$ cat src/rtl/pp_pkg.sv
package pp_pkg;
  typedef enum logic [1:0] {
    SYM_NONE = 2'd0,
    SYM_ZERO = 2'd1,
    SYM_ONE  = 2'd2
  } sym_e;
endpackage

$ cat src/rtl/pp_edge_detect.sv
module pp_edge_detect (
  input  logic clk,
  input  logic rst_n,
  input  logic env_in,
  output logic rise
);
  logic prev_q;

  // line idles high (carrier on), so reset to 1 avoids a false edge
  always_ff @(posedge clk or negedge rst_n) begin
    if (!rst_n) prev_q <= 1'b1;
    else        prev_q <= env_in;
  end

  assign rise = env_in & ~prev_q;
endmodule

$ cat src/rtl/pp_interval_timer.sv
module pp_interval_timer #(
  parameter int IDLE_TICKS = 3000,
  parameter int CW         = $clog2(IDLE_TICKS + 1)
) (
  input  logic          clk,
  input  logic          rst_n,
  input  logic          rise,
  output logic [CW-1:0] cnt_q
);
  localparam logic [CW-1:0] IDLE = CW'(IDLE_TICKS);

  always_ff @(posedge clk or negedge rst_n) begin
    if (!rst_n)             cnt_q <= IDLE;
    else if (rise)          cnt_q <= CW'(1);
    else if (cnt_q != IDLE) cnt_q <= cnt_q + CW'(1);
  end

  assert_restart_R2: assert property (@(posedge clk) disable iff (!rst_n)
    rise |=> cnt_q == CW'(1));

  assert_idle_halt_R10: assert property (@(posedge clk) disable iff (!rst_n)
    (!rise && cnt_q == IDLE) |=> $stable(cnt_q));
endmodule

$ cat src/rtl/pp_window_match.sv
module pp_window_match #(
  parameter int CW     = 12,
  parameter int CENTER = 150,
  parameter int FUZZ   = 20
) (
  input  logic [CW-1:0] interval,
  output logic          hit
);
  localparam logic [CW-1:0] LO = CW'(CENTER - FUZZ);
  localparam logic [CW-1:0] HI = CW'(CENTER + FUZZ);

  assign hit = (interval > LO) && (interval < HI);
endmodule

$ cat src/rtl/pp_symbol_classify.sv
module pp_symbol_classify
  import pp_pkg::*;
#(
  parameter int CW     = 12,
  parameter int T_ONE  = 150,
  parameter int T_ZERO = 90,
  parameter int FUZZ   = 20
) (
  input  logic [CW-1:0] interval,
  output sym_e          sym
);
  logic [1:0] hit;

  // window 0 decodes a zero, window 1 decodes a one
  for (genvar k = 0; k < 2; k++) begin : g_win
    localparam int CTR = (k == 0) ? T_ZERO : T_ONE;
    pp_window_match #(.CW(CW), .CENTER(CTR), .FUZZ(FUZZ)) u_win (
      .interval(interval),
      .hit     (hit[k])
    );
  end

  always_comb begin
    if (hit[1])      sym = SYM_ONE;
    else if (hit[0]) sym = SYM_ZERO;
    else             sym = SYM_NONE;
  end
endmodule

$ cat src/rtl/pp_frame_accum.sv
module pp_frame_accum
  import pp_pkg::*;
#(
  parameter int CW       = 12,
  parameter int MAX_BITS = 32,
  parameter int MIN_BITS = 4,
  parameter int TIMEOUT  = 170,
  parameter int NW       = $clog2(MAX_BITS + 1)
) (
  input  logic                clk,
  input  logic                rst_n,
  input  logic                rise,
  input  sym_e                sym,
  input  logic [CW-1:0]       cnt,
  output logic                frm_valid,
  output logic [MAX_BITS-1:0] frm_data,
  output logic [NW-1:0]       frm_bits
);
  localparam int IW = $clog2(MAX_BITS);

  logic                active_q;
  logic [MAX_BITS-1:0] acc_q;
  logic [NW-1:0]       n_q;
  logic                close_now;
  logic                take;

  assign close_now = active_q && (cnt >= CW'(TIMEOUT));
  assign take      = rise && (sym != SYM_NONE);

  always_ff @(posedge clk or negedge rst_n) begin
    if (!rst_n) begin
      active_q  <= 1'b0;
      acc_q     <= '0;
      n_q       <= '0;
      frm_valid <= 1'b0;
      frm_data  <= '0;
      frm_bits  <= '0;
    end else begin
      frm_valid <= 1'b0;
      if (close_now) begin
        if (n_q > NW'(MIN_BITS)) begin
          frm_valid <= 1'b1;
          frm_data  <= acc_q;
          frm_bits  <= n_q;
        end
        acc_q    <= '0;
        n_q      <= '0;
        active_q <= 1'b0;
      end else if (take) begin
        active_q <= 1'b1;
        if (n_q < NW'(MAX_BITS)) begin
          acc_q[n_q[IW-1:0]] <= (sym == SYM_ONE);
          n_q                <= n_q + NW'(1);
        end
      end
    end
  end

  assert_strobe_single_R9: assert property (@(posedge clk) disable iff (!rst_n)
    frm_valid |=> !frm_valid);

  assert_accum_empty_R9: assert property (@(posedge clk) disable iff (!rst_n)
    frm_valid |-> (n_q == '0) && !active_q);

  assert_short_dropped_R6: assert property (@(posedge clk) disable iff (!rst_n)
    frm_valid |-> frm_bits > NW'(MIN_BITS));

  assert_no_overflow_R8: assert property (@(posedge clk) disable iff (!rst_n)
    n_q <= NW'(MAX_BITS));

  assert_lsb_first_R7: assert property (@(posedge clk) disable iff (!rst_n)
    (take && !close_now && n_q < NW'(MAX_BITS))
      |=> acc_q[$past(n_q[IW-1:0])] == $past(sym == SYM_ONE));

  assert_timeout_close_R5: assert property (@(posedge clk) disable iff (!rst_n)
    (active_q && cnt >= CW'(TIMEOUT)) |=> !active_q);
endmodule

$ cat src/rtl/pp_frame_decoder.sv
module pp_frame_decoder
  import pp_pkg::*;
#(
  parameter int T_ONE     = 150,
  parameter int T_ZERO    = 90,
  parameter int FUZZ      = 20,
  parameter int IDLE_MULT = 20,
  parameter int MAX_BITS  = 32,
  parameter int MIN_BITS  = 4
) (
  input  logic                           clk,
  input  logic                           rst_n,
  input  logic                           env_in,
  output logic                           frm_valid,
  output logic [MAX_BITS-1:0]            frm_data,
  output logic [$clog2(MAX_BITS+1)-1:0]  frm_bits
);
  localparam int TIMEOUT    = T_ONE + FUZZ;
  localparam int IDLE_TICKS = IDLE_MULT * T_ONE;
  localparam int CW         = $clog2(IDLE_TICKS + 1);
  localparam int NW         = $clog2(MAX_BITS + 1);

  logic          rise;
  logic [CW-1:0] cnt;
  sym_e          sym;

  pp_edge_detect u_edge (
    .clk   (clk),
    .rst_n (rst_n),
    .env_in(env_in),
    .rise  (rise)
  );

  pp_interval_timer #(.IDLE_TICKS(IDLE_TICKS), .CW(CW)) u_timer (
    .clk  (clk),
    .rst_n(rst_n),
    .rise (rise),
    .cnt_q(cnt)
  );

  pp_symbol_classify #(.CW(CW), .T_ONE(T_ONE), .T_ZERO(T_ZERO), .FUZZ(FUZZ)) u_cls (
    .interval(cnt),
    .sym     (sym)
  );

  pp_frame_accum #(
    .CW(CW), .MAX_BITS(MAX_BITS), .MIN_BITS(MIN_BITS), .TIMEOUT(TIMEOUT), .NW(NW)
  ) u_acc (
    .clk      (clk),
    .rst_n    (rst_n),
    .rise     (rise),
    .sym      (sym),
    .cnt      (cnt),
    .frm_valid(frm_valid),
    .frm_data (frm_data),
    .frm_bits (frm_bits)
  );
endmodule

$ cat config.mk
export PLATFORM = sky130hd
export DESIGN_NAME = pp_frame_decoder
export DESIGN_NICKNAME = d
export VERILOG_FILES = /design/src/rtl/pp_pkg.sv /design/src/rtl/pp_edge_detect.sv /design/src/rtl/pp_interval_timer.sv /design/src/rtl/pp_window_match.sv /design/src/rtl/pp_symbol_classify.sv /design/src/rtl/pp_frame_accum.sv /design/src/rtl/pp_frame_decoder.sv
export SDC_FILE = /design/constraint.sdc
export NUM_CORES = 1
export LEC_CHECK = 0
export BUFFER_PORTS_ARGS = -buffer_cell sky130_fd_sc_hd__buf_4
export CORE_MARGIN = 1.5
export CORE_UTILIZATION = 55
export DETAILED_ROUTE_END_ITERATION = 16
export GPL_TIMING_DRIVEN = 1
export PLACE_DENSITY = 0.74
export SLEW_MARGIN = 5
export SYNTH_ARGS = -nofsm -noshare
export SYNTH_HDL_FRONTEND = slang
export SYNTH_HIERARCHICAL = 1
export SYNTH_SLANG_ARGS = --single-unit
$ cat constraint.sdc
create_clock -name clk -period 3.1 [get_ports clk]
set_clock_uncertainty 0.05 [all_clocks]
set_input_delay 0.62 -clock clk [delete_from_list [all_inputs] [get_ports clk]]
set_output_delay 0.62 -clock clk [all_outputs]
set_load 0.01 [all_outputs]
==> impl_metrics.env, run 1 <==
export IMPL_cts_num_sinks=91
export IMPL_ant_nets=0
export IMPL_fmax_ghz=0.3921
export IMPL_die_h_um=92.02
export IMPL_fp_row_count=32
export IMPL_synth_cell_type_count=46
export IMPL_gp_congestion=0.8367
export IMPL_drt_initial_drc_count=126
export IMPL_ir_worst_vdd_mv=0.2756
export IMPL_hold_viol=0
export IMPL_r2r_slack_ns=0.55
export IMPL_post_place_ws_ns=0.6154
export IMPL_core_mm2=0.007687
export IMPL_cts_tree="yes"
export IMPL_die_x_um=92.02
export IMPL_cp_end_kind="flop"
export IMPL_vias=2893
export IMPL_ys_ff_latch=91
export IMPL_tightest_slew_ns=1.085
export IMPL_synth_cells=373
export IMPL_tns_ns=0
export IMPL_hold_path_class="in2reg"
export IMPL_final_setup_viol_count=0
export IMPL_synth_top_area_frac=0.4766
export IMPL_syn_nets=382
export IMPL_grtUsageTotal=0.2081
export IMPL_synthAdderAreaFrac=0.01723
export IMPL_critPathRequiredTime_ns=3.26
export IMPL_area_growth_pct=12.86
export IMPL_r2r_cells=9
export IMPL_synth_seq_area_share=0.5248
export IMPL_holdBufCountCts=0
export IMPL_syn_area_mm2=0.004358
export IMPL_power_uw=2144
export IMPL_grt_pass1_wl_um=13800
export IMPL_syn_avg_cell_area_um2=11.68
export IMPL_p_leak_uw=0.002236
export IMPL_synth_top_cell_by_area="dfrtp_1"
export IMPL_final_net_count=418
export IMPL_power_density_mw_per_mm2=435.8
export IMPL_period_share=0.8226
export IMPL_synthMuxAreaShare=0.1858
export IMPL_rsz0062_at_grt="no"
export IMPL_hpwl_um=5442
export IMPL_clk_path_buf_depth=2
export IMPL_ys_flop_type="dfrtp_1"
export IMPL_clock_tree_root_cell="clkbuf_8"
export IMPL_worst_path_max_fanout=34
export IMPL_portBuffers=41
export IMPL_start_kind="flop"
export IMPL_antenna_found_initial=0
export IMPL_min_period_ns=2.550
export IMPL_status="finished, final reports clean"
export IMPL_die_area_mm2=0.008467
export IMPL_fill_cells=634
export IMPL_hold_end="u_edge/prev_q"
export IMPL_regToRegStartpoint="u_timer/cnt_q[10]"
export IMPL_drtPass1Iterations=6
export IMPL_ctsHtreeMaxLevel=3
export IMPL_grt_max_degree=90
export IMPL_cts_resized_gates=0
export IMPL_synthArstFlopShare=1.000
export IMPL_path_class="reg2reg"
export IMPL_io_pins=42
export IMPL_synth_enable_flop_cells=0
export IMPL_layout_setup_ws_ns=0.5499
export IMPL_maxSlewViolCount=0
export IMPL_slew_headroom=0.2769
export IMPL_drc=0
export IMPL_ys_warn_count=6
export IMPL_layout_drive_gt1_share=0.2923
export IMPL_critPathArrivalTime_ns=2.72
export IMPL_clk_pin_slew_worst_paths_ns=0.09
export IMPL_synth_compound_area_frac=0.05225
export IMPL_synth_xor_area_share=0.01005
export IMPL_clk_latency_ns=0.36
export IMPL_routed_wl_um=8237
export IMPL_synthSimpleGateAreaFrac=0.1688
export IMPL_avgRoutedWirePerCell_um=15.96
export IMPL_maxCapViolCount=0
export IMPL_hold_ws_ns=0.3223
export IMPL_vias_per_cell=5.607
export IMPL_cts_buffers=9
export IMPL_worstReg2RegEnd="u_acc/acc_q[7]"
export IMPL_worstHoldStart="env_in"
export IMPL_grt_pass1_vias=2850
export IMPL_grt_overflow=0
export IMPL_post_cts_buffers=0
export IMPL_diodes=0
export IMPL_synth_area_top_cells="dfrtp_1, mux2i_1, mux2_4"
export IMPL_synth_top_family_by_area="multiplexers"
export IMPL_worst_hold_path_num_cells=1
export IMPL_initial_core_util=0.5669
-- worst max-delay path by stage --
stage / from / end / slack [ns] / cells past startpoint
floorplan: u_timer/cnt_q[10] / u_acc/acc_q[5] / 0.50 / 10
global placement: u_timer/cnt_q[10] / u_acc/acc_q[16] / 0.66 / 9
detailed placement: u_timer/cnt_q[10] / u_acc/acc_q[7] / 0.62 / 9
CTS: u_timer/cnt_q[10] / u_acc/acc_q[7] / 0.57 / 9
global route: u_timer/cnt_q[2] / u_acc/acc_q[7] / 0.41 / 9
finish: u_timer/cnt_q[10] / u_acc/acc_q[7] / 0.55 / 9
-- through the flow --
step / utilization / area, um^2 / cells
final: 0.6398 / 4918 / 516
after CTS: 0.6398 / 4918 / 516
after floorplan: - / 4358 / 373
after detailed placement: 0.6178 / 4750 / 500
after global routing: 0.6398 / 4918 / 516
after global placement: 0.6178 / 4750 / 500
-- logic make-up (layout without fill, tap and decap cells) --
family,after synthesis,after routing
and+or+nand+nor,132,132
DFF,91,91
muxes,69,69
buffers and inverters,36,77
AOI/OAI and AO/OA,34,34
adders and majority gates,6,6
xor gates and xnor gates,5,5
-- metal layers --
layer / GRT usage / vias up / wire length [um]
met2: 0.3222 / 50 / 3842
met3: 0.04478 / 13 / 304
met5: 0 / - / 0
met4: 0.07436 / 0 / 131
li1: - / 1416 / -
met1: 0.2899 / 1414 / 3958
-- critical path: stages (launching register included) --
cell and delay [ns]:
dfrtp_1 0.45, nor4_2 0.28, nand3b_1 0.11, a221oi_1 0.24
buf_4 0.19, o21ai_2 0.06, buf_4 0.25, nor4_1 0.46
mux2i_1 0.25, nor2_1 0.06
-- synthesized netlist by cell type (2+ instances only) --
library cell	number
a21oi_1	10
or4_1	4
o21ai_0	8
buf_1	2
mux2_4	20
o31ai_1	4
nor2b_4	2
nor4_1	35
xnor2_1	3
buf_2	2
nor3_1	3
or3_1	2
ha_1	6
dfrtp_1	83
nor2_1	45
dfstp_2	8
inv_1	9
nand2b_1	10
nand3_1	7
nand4bb_1	2
buf_6	5
nor4_2	2
nand3b_1	2
mux2i_1	34
clkbuf_1	17
xor2_1	2
o2bb2ai_1	2
mux2_2	15
nor2b_1	2
nand2_1	11
-- cell type report --
class,instances,area (um^2),area share
Sequential cell,91,2287,0.4650
Multi-Input combinational cell,246,1898,0.3859
Timing Repair Buffer,52,402.9,0.08191
Clock buffer,10,127.6,0.02595
Tap cell,102,127.6,0.02595
Clock inverter,6,41.29,0.008395
Inverter,9,33.78,0.006868
-- layout by cell type, fill, tap and decap left out, types with 4 or more instances in the layout --
master,n
clkbuf_8,9
or4_1,4
mux2_2,15
dfstp_2,8
nor2_1,45
inv_1,9
ha_1,6
mux2i_1,34
a21oi_1,10
o21ai_0,7
nor4_1,35
dfrtp_1,83
nand2b_1,10
mux2_4,20
o31ai_1,4
nand2_1,11
buf_4,51
nand3_1,7
-- state kept, by name, indices dropped and copies added (netlist names) --
signal	count
u_acc/acc_q	32
u_acc/active_q	1
u_acc/frm_bits	6
u_acc/frm_data	32
u_acc/frm_valid	1
u_acc/n_q	6
u_edge/prev_q	1
u_timer/cnt_q	12
-- report_power, final --
group	switching, uW	internal (uW)	total, uW
logic	94.5	55.8	150
clock network	412	293	705
registers	67.4	1220	1290
total	574	1570	2140
No activity file was read; power rests on OpenSTA's default activity.
==> inputs of run 2 (changes only) <==
--- a/config.mk
+++ b/config.mk
@@ -7,7 +7,7 @@
 export LEC_CHECK = 0
 export BUFFER_PORTS_ARGS = -buffer_cell sky130_fd_sc_hd__buf_4
 export CORE_MARGIN = 1.5
-export CORE_UTILIZATION = 55
+export CORE_UTILIZATION = 53
 export DETAILED_ROUTE_END_ITERATION = 16
 export GPL_TIMING_DRIVEN = 1
 export PLACE_DENSITY = 0.74
==> constraint.sdc (replaced) <==
create_clock -name clk -period 2.1 [get_ports clk]
set_clock_uncertainty 0.05 [all_clocks]
set_input_delay 0.42 -clock clk [delete_from_list [all_inputs] [get_ports clk]]
set_output_delay 0.42 -clock clk [all_outputs]
set_load 0.01 [all_outputs]
==> run 2 against run 1 <==
Effect of this change:
- the flow now finishes with violations (setup timing)
- critical path type unchanged
- maximum frequency rose by 14%
- final cell count increased by 7.0%
- sequential cell count did not move
- largest cell class is now multi-input combinational cells
- clock power up 84%
- via count is 8.0% higher
==> impl_metrics.env, run 2 (synthesis results as in run 1) <==
export IMPL_layout_drive_gt1_share=0.4333
export IMPL_antenna_found_initial=0
export IMPL_rsz0062_at_grt="yes"
export IMPL_hpwl_um=6244
export IMPL_hold_viol=0
export IMPL_maxCapViolCount=0
export IMPL_ctsHtreeMaxLevel=3
export IMPL_final_common_cell="dfrtp_1"
export IMPL_slew_headroom=0.4145
export IMPL_fmax_ghz=0.4464
export IMPL_path_class="reg2reg"
export IMPL_period_share=1.067
export IMPL_ant_nets=0
export IMPL_grt_overflow=0
export IMPL_cts_tree="yes"
export IMPL_final_cell_mix="dfrtp_1, buf_4, nor2_1"
export IMPL_clk_pin_slew_worst_paths_ns=0.09
export IMPL_switching_share=0.2602
export IMPL_fill_cells=540
export IMPL_power_density_mw_per_mm2=612.8
export IMPL_grt_pass1_vias=2995
export IMPL_reg_top3="u_acc/acc_q (32), u_acc/frm_data (32), u_timer/cnt_q (12)"
export IMPL_portBuffers=41
export IMPL_diodes=0
export IMPL_cp_end_kind="flop"
export IMPL_clk_path_buf_depth=2
export IMPL_avgRoutedWirePerCell_um=17.56
export IMPL_die_area_mm2=0.008776
export IMPL_maxSlewViolCount=0
export IMPL_initial_core_util=0.5553
export IMPL_drt_initial_drc_count=216
export IMPL_p_int_uw=2623
export IMPL_min_period_ns=2.240
export IMPL_regArea_mm2=0.002290
export IMPL_io_pins=42
export IMPL_r2r_cells=10
export IMPL_fp_row_count=32
export IMPL_area_growth_pct=32.79
export IMPL_p_sw_uw=922.7
export IMPL_dp_cells=528
export IMPL_seq_power_share=0.524
export IMPL_grtUsageTotal=0.2264
export IMPL_drtPass1Iterations=4
export IMPL_start_kind="flop"
export IMPL_pwr_share_clk=0.368
export IMPL_clk_latency_ns=0.35
export IMPL_status="finished, violations left"
export IMPL_grt_pass1_wl_um=15240
export IMPL_worst_path_max_fanout=15
export IMPL_ir_worst_vdd_mv=0.3728
export IMPL_cts_buffers=9
export IMPL_drc=0
export IMPL_gp_congestion=0.8214
export IMPL_finalNonFillerCells=552
export IMPL_core_mm2=0.007848
export IMPL_place_area_mm2=0.005309
export IMPL_routed_wl_um=9695
export IMPL_final_net_count=454
export IMPL_clock_tree_root_cell="clkbuf_8"
export IMPL_multiInputGateArea_mm2=0.002325
export IMPL_hold_path_class="in2reg"
export IMPL_worst_hold_path_num_cells=1
export IMPL_cts_num_sinks=91
export IMPL_final_setup_viol_count=27
export IMPL_critPathArrivalTime_ns=2.43
export IMPL_die_h_um=93.68
export IMPL_p_leak_uw=0.002499
export IMPL_vias=3123
export IMPL_grt_max_degree=35
export IMPL_die_x_um=93.68
export IMPL_finalInstanceArea_mm2=0.005787
export IMPL_violations="setup timing"
export IMPL_tightest_slew_ns=0.8783
export IMPL_critPathRequiredTime_ns=2.29
export IMPL_pwr_share_comb=0.108
export IMPL_layout_setup_ws_ns=-0.1400
export IMPL_vias_per_cell=5.658
-- run 2: area by class of cell --
cell class / instances / area share
multi-input combinational: 246 / 0.4017
sequential: 91 / 0.3957
timing repair buffer: 88 / 0.1373
clock buffer: 10 / 0.02205
tap: 102 / 0.02205
clock inverter: 6 / 0.01535
inverter: 9 / 0.005838
-- run 2: power by group through the flow --
| stage | Sequential, uW | Clock [uW] | Combinational (uW) |
|---|---|---|---|
| 2_1_floorplan | 1920 | 0 | 171 |
| 3_3_place_gp | 1890 | 0 | 356 |
| 3_5_place_dp | 1890 | 0 | 370 |
| 4_1_cts | 1860 | 1330 | 378 |
| 5_1_grt | 1870 | 1410 | 429 |
| 6_report | 1860 | 1300 | 384 |
-- run 2: final timing paths --
check / startpoint / slack [ns] / end
max in group asynchronous: rst_n / 0.91 / u_timer/cnt_q[8]
worst min-delay path: env_in / 0.13 / u_edge/prev_q
worst max register to register: u_timer/cnt_q[10] / -0.14 / u_acc/acc_q[7]
worst max-delay path: u_timer/cnt_q[10] / -0.14 / u_acc/acc_q[7]
min in group asynchronous: rst_n / 0.45 / u_acc/acc_q[6]
worst min register to register: u_acc/acc_q[25] / 0.46 / u_acc/frm_data[25]
-- run 2: worst max-delay path: stages, from the launching register on --
cell,delay [ns]
dfrtp_1,0.41
nor4_2,0.26
nand3b_1,0.11
a221oi_2,0.18
nor2b_4,0.20
o21ai_4,0.08
buf_12,0.17
buf_4,0.15
nor4_4,0.21
mux2i_1,0.25
nor2_1,0.06
-- run 2: per-layer routing --
layer | wire, um | vias up | part of all wire | GRT usage
met1 | 4431 | 1567 | 0.46 | 0.3209
li1 | - | 1479 | - | -
met4 | 114 | 0 | 0.012 | 0.07338
met3 | 305 | 8 | 0.031 | 0.04288
met5 | 0 | - | 0 | 0
met2 | 4843 | 69 | 0.50 | 0.3514
-- run 2: repair_timing --
action / in CTS / in global routing
setup endpoints to repair: 32 / 72
hold endpoints to repair: 18 / 0
buffers inserted: 0 / 7
resized for setup: 8 / 16
pin swaps: 3 / 11
hold buffers: 1 / 0
-- run 2: through the flow --
step           hold slack, ns  setup TNS [ns]  setup slack (ns)    util  total power (uW)
2_1_floorplan         0.07441          -1.221          -0.05180       -              2088
3_3_place_gp           0.2988         -0.1566          -0.06396  0.6765              2244
3_5_place_dp           0.2905          -1.025           -0.1290  0.6765              2260
4_1_cts                0.1122          -1.130          -0.07578  0.7143              3563
5_1_grt                0.1105          -4.939           -0.2742  0.7374              3709
6_report               0.1272          -1.209           -0.1400  0.7374              3546
==> inputs of run 3 (changes only) <==
--- a/config.mk
+++ b/config.mk
@@ -5,12 +5,12 @@
 export SDC_FILE = /design/constraint.sdc
 export NUM_CORES = 1
 export LEC_CHECK = 0
-export BUFFER_PORTS_ARGS = -buffer_cell sky130_fd_sc_hd__buf_4
 export CORE_MARGIN = 1.5
-export CORE_UTILIZATION = 53
+export CORE_UTILIZATION = 55
 export DETAILED_ROUTE_END_ITERATION = 16
+export DONT_BUFFER_PORTS = 1
 export GPL_TIMING_DRIVEN = 1
-export PLACE_DENSITY = 0.74
+export PLACE_DENSITY = 0.72
 export SLEW_MARGIN = 5
 export SYNTH_ARGS = -nofsm -noshare
 export SYNTH_HDL_FRONTEND = slang
==> constraint.sdc (replaced) <==
create_clock -name clk -period 1.8 [get_ports clk]
set_clock_uncertainty 0.05 [all_clocks]
set_input_delay 0.36 -clock clk [delete_from_list [all_inputs] [get_ports clk]]
set_output_delay 0.36 -clock clk [all_outputs]
set_load 0.01 [all_outputs]
==> run 3 against run 2 <==
Effect of this change:
- the flow finishes with violations (hold timing, setup timing)
- first-iteration DRC count is 33% lower
- clock power is 7% higher
- core utilization is 2.3 points higher
- final cell count is 4.5% lower
- highest routed layer unchanged
- routed wire length is 9.3% higher
- die area is 3.5% lower
- final area is 1.1% higher
==> impl_metrics.env, run 3 (synthesis results as in run 1) <==
export IMPL_rsz0062_at_grt="yes"
export IMPL_start_kind="flop"
export IMPL_worst_path_max_fanout=8
export IMPL_top_layer_used="met4"
export IMPL_min_period_ns=2.476
export IMPL_final_common_cell="dfrtp_1"
export IMPL_grt_overflow=0
export IMPL_initial_core_util=0.5669
export IMPL_routed_wl_um=10600
export IMPL_fill_cells=468
export IMPL_path_common_cell="nor4_4"
export IMPL_avgRoutedWirePerCell_um=20.11
export IMPL_layout_drive_gt1_share=0.4235
export IMPL_core_mm2=0.007687
export IMPL_diodes=0
export IMPL_ctsHtreeMaxLevel=3
export IMPL_portBuffers=0
export IMPL_cp_end_kind="flop"
export IMPL_cts_tree="yes"
export IMPL_critPathRequiredTime_ns=2.02
export IMPL_crit_chain="nor4_4 -> nand3b_1 -> a221oi_2 -> nor2b_4 -> o21ai_4 -> buf_4 -> clkbuf_16 -> nor4_4 -> mux2i_1 -> nor2_1"
export IMPL_hold_viol=91
export IMPL_tightest_slew_ns=0.8459
export IMPL_fmax_ghz=0.4038
export IMPL_wl_met1_um=4662
export IMPL_critPathArrivalTime_ns=2.69
export IMPL_grt_max_degree=92
export IMPL_status="finished, violations left"
export IMPL_fp_row_count=32
export IMPL_period_share=1.376
export IMPL_die_h_um=92.02
export IMPL_wl_met2_um=5303
export IMPL_hold_ws_ns=-0.3822
export IMPL_io_pins=42
export IMPL_drtPass1Iterations=4
export IMPL_p_leak_uw=0.002413
export IMPL_cts_num_sinks=91
export IMPL_ir_worst_vdd_mv=0.5795
export IMPL_area_growth_pct=34.19
export IMPL_drc=0
export IMPL_clk_path_buf_depth=2
export IMPL_final_cell_mix="dfrtp_1, nor2_1, buf_4"
export IMPL_holdBufCountCts=1
export IMPL_finalNonFillerCells=527
export IMPL_dp_cells=488
export IMPL_clk_pin_slew_worst_paths_ns=0.09
export IMPL_hpwl_um=5966
export IMPL_ant_nets=0
export IMPL_grt_pass1_vias=3229
export IMPL_layout_setup_ws_ns=-0.6762
export IMPL_fin_util=0.7607
export IMPL_die_area_mm2=0.008467
export IMPL_gp_congestion=0.8665
export IMPL_violations="hold timing, setup timing"
export IMPL_drt_initial_drc_count=145
export IMPL_vias_per_cell=5.917
export IMPL_clock_tree_root_cell="clkbuf_8"
export IMPL_hold_path_class="in2async"
export IMPL_cp_slowest_cell="dfstp_2"
export IMPL_grt_pass1_wl_um=16530
export IMPL_maxSlewViolCount=0
export IMPL_final_setup_viol_count=78
export IMPL_cpPeakStageDelay_ns=0.41
export IMPL_clk_latency_ns=0.37
export IMPL_cts_buffers=9
export IMPL_final_net_count=429
export IMPL_power_density_mw_per_mm2=683.8
export IMPL_slew_headroom=0.4361
export IMPL_maxCapViolCount=0
export IMPL_path_class="reg2reg"
export IMPL_grtUsageTotal=0.2542
export IMPL_antenna_found_initial=0
export IMPL_reg_top3="u_acc/acc_q (32), u_acc/frm_data (32), u_timer/cnt_q (12)"
export IMPL_die_x_um=92.02
export IMPL_vias=3118
export IMPL_met3_length_um=380
[run 3: path summary, 6_finish.rpt]
kind / from / to / slack (ns) / cells past startpoint
min: rst_n / u_acc/frm_data[4] / -0.38 / 0
max: u_timer/cnt_q[8] / u_acc/acc_q[15] / -0.68 / 10
max in group asynchronous: rst_n / u_timer/cnt_q[9] / 1.88 / 0
max reg2reg: u_timer/cnt_q[8] / u_acc/acc_q[15] / -0.68 / 10
min in group clk: env_in / u_timer/cnt_q[11] / 0.38 / 3
min reg2reg: u_acc/acc_q[9] / u_acc/frm_data[9] / 0.47 / 1
[run 3: area by class of cell]
cell class	count	area (um^2)	share of cell area
clock buffers	11	131.4	0.02246
clock inverters	5	62.56	0.01070
flip-flops and latches	91	2290	0.3915
inverters	9	33.78	0.005777
repair buffers	62	678.2	0.1160
multi-input cells	247	2525	0.4317
well taps	102	127.6	0.02182
[run 3: what timing repair did]
action / in CTS / in global routing
setup endpoints to repair: 78 / 83
endpoints found under the hold margin: 92 / 91
setup buffers: 9 / 9
gates cloned: 3 / 3
resized for setup: 35 / 30
pin swaps: 6 / 31
[run 3: layer usage]
layer / vias to the layer above / GRT usage
met5: - / 0
met1: 1587 / 0.3443
li1: 1444 / -
met3: 21 / 0.04975
met4: 0 / 0.09744
met2: 66 / 0.4049
[run 3: critical path: cells and delay by family (launching register included)]
kind / cells / cell delay, ns
AND/OR/NAND/NOR: 5 / 0.97
flip-flops: 1 / 0.41
multiplexers: 1 / 0.29
AO/OA/AOI/OAI: 2 / 0.31
buffers and inverters: 2 / 0.33
[run 3: metrics by stage]
stage / setup slack (ns) / TNS (ns) / power (uW) / instance area (um^2)
after floorplan: -0.3518 / -15.69 / 2439 / 4690
after detailed placement: -0.4697 / -23.93 / 2605 / 4980
after global placement: -0.3935 / -21.34 / 2584 / 4980
after global routing: -0.7489 / -37.11 / 4146 / 5848
after CTS: -0.4150 / -24.32 / 3988 / 5542
final: -0.6762 / -30.21 / 3999 / 5848
[run 3: power breakdown]
part	internal, uW	leakage [uW]	switching [uW]
Combinational	178	0.00109	257
Clock	650	0.0000901	743
Sequential	2100	0.00123	65.8
Total	2930	0.00241	1070
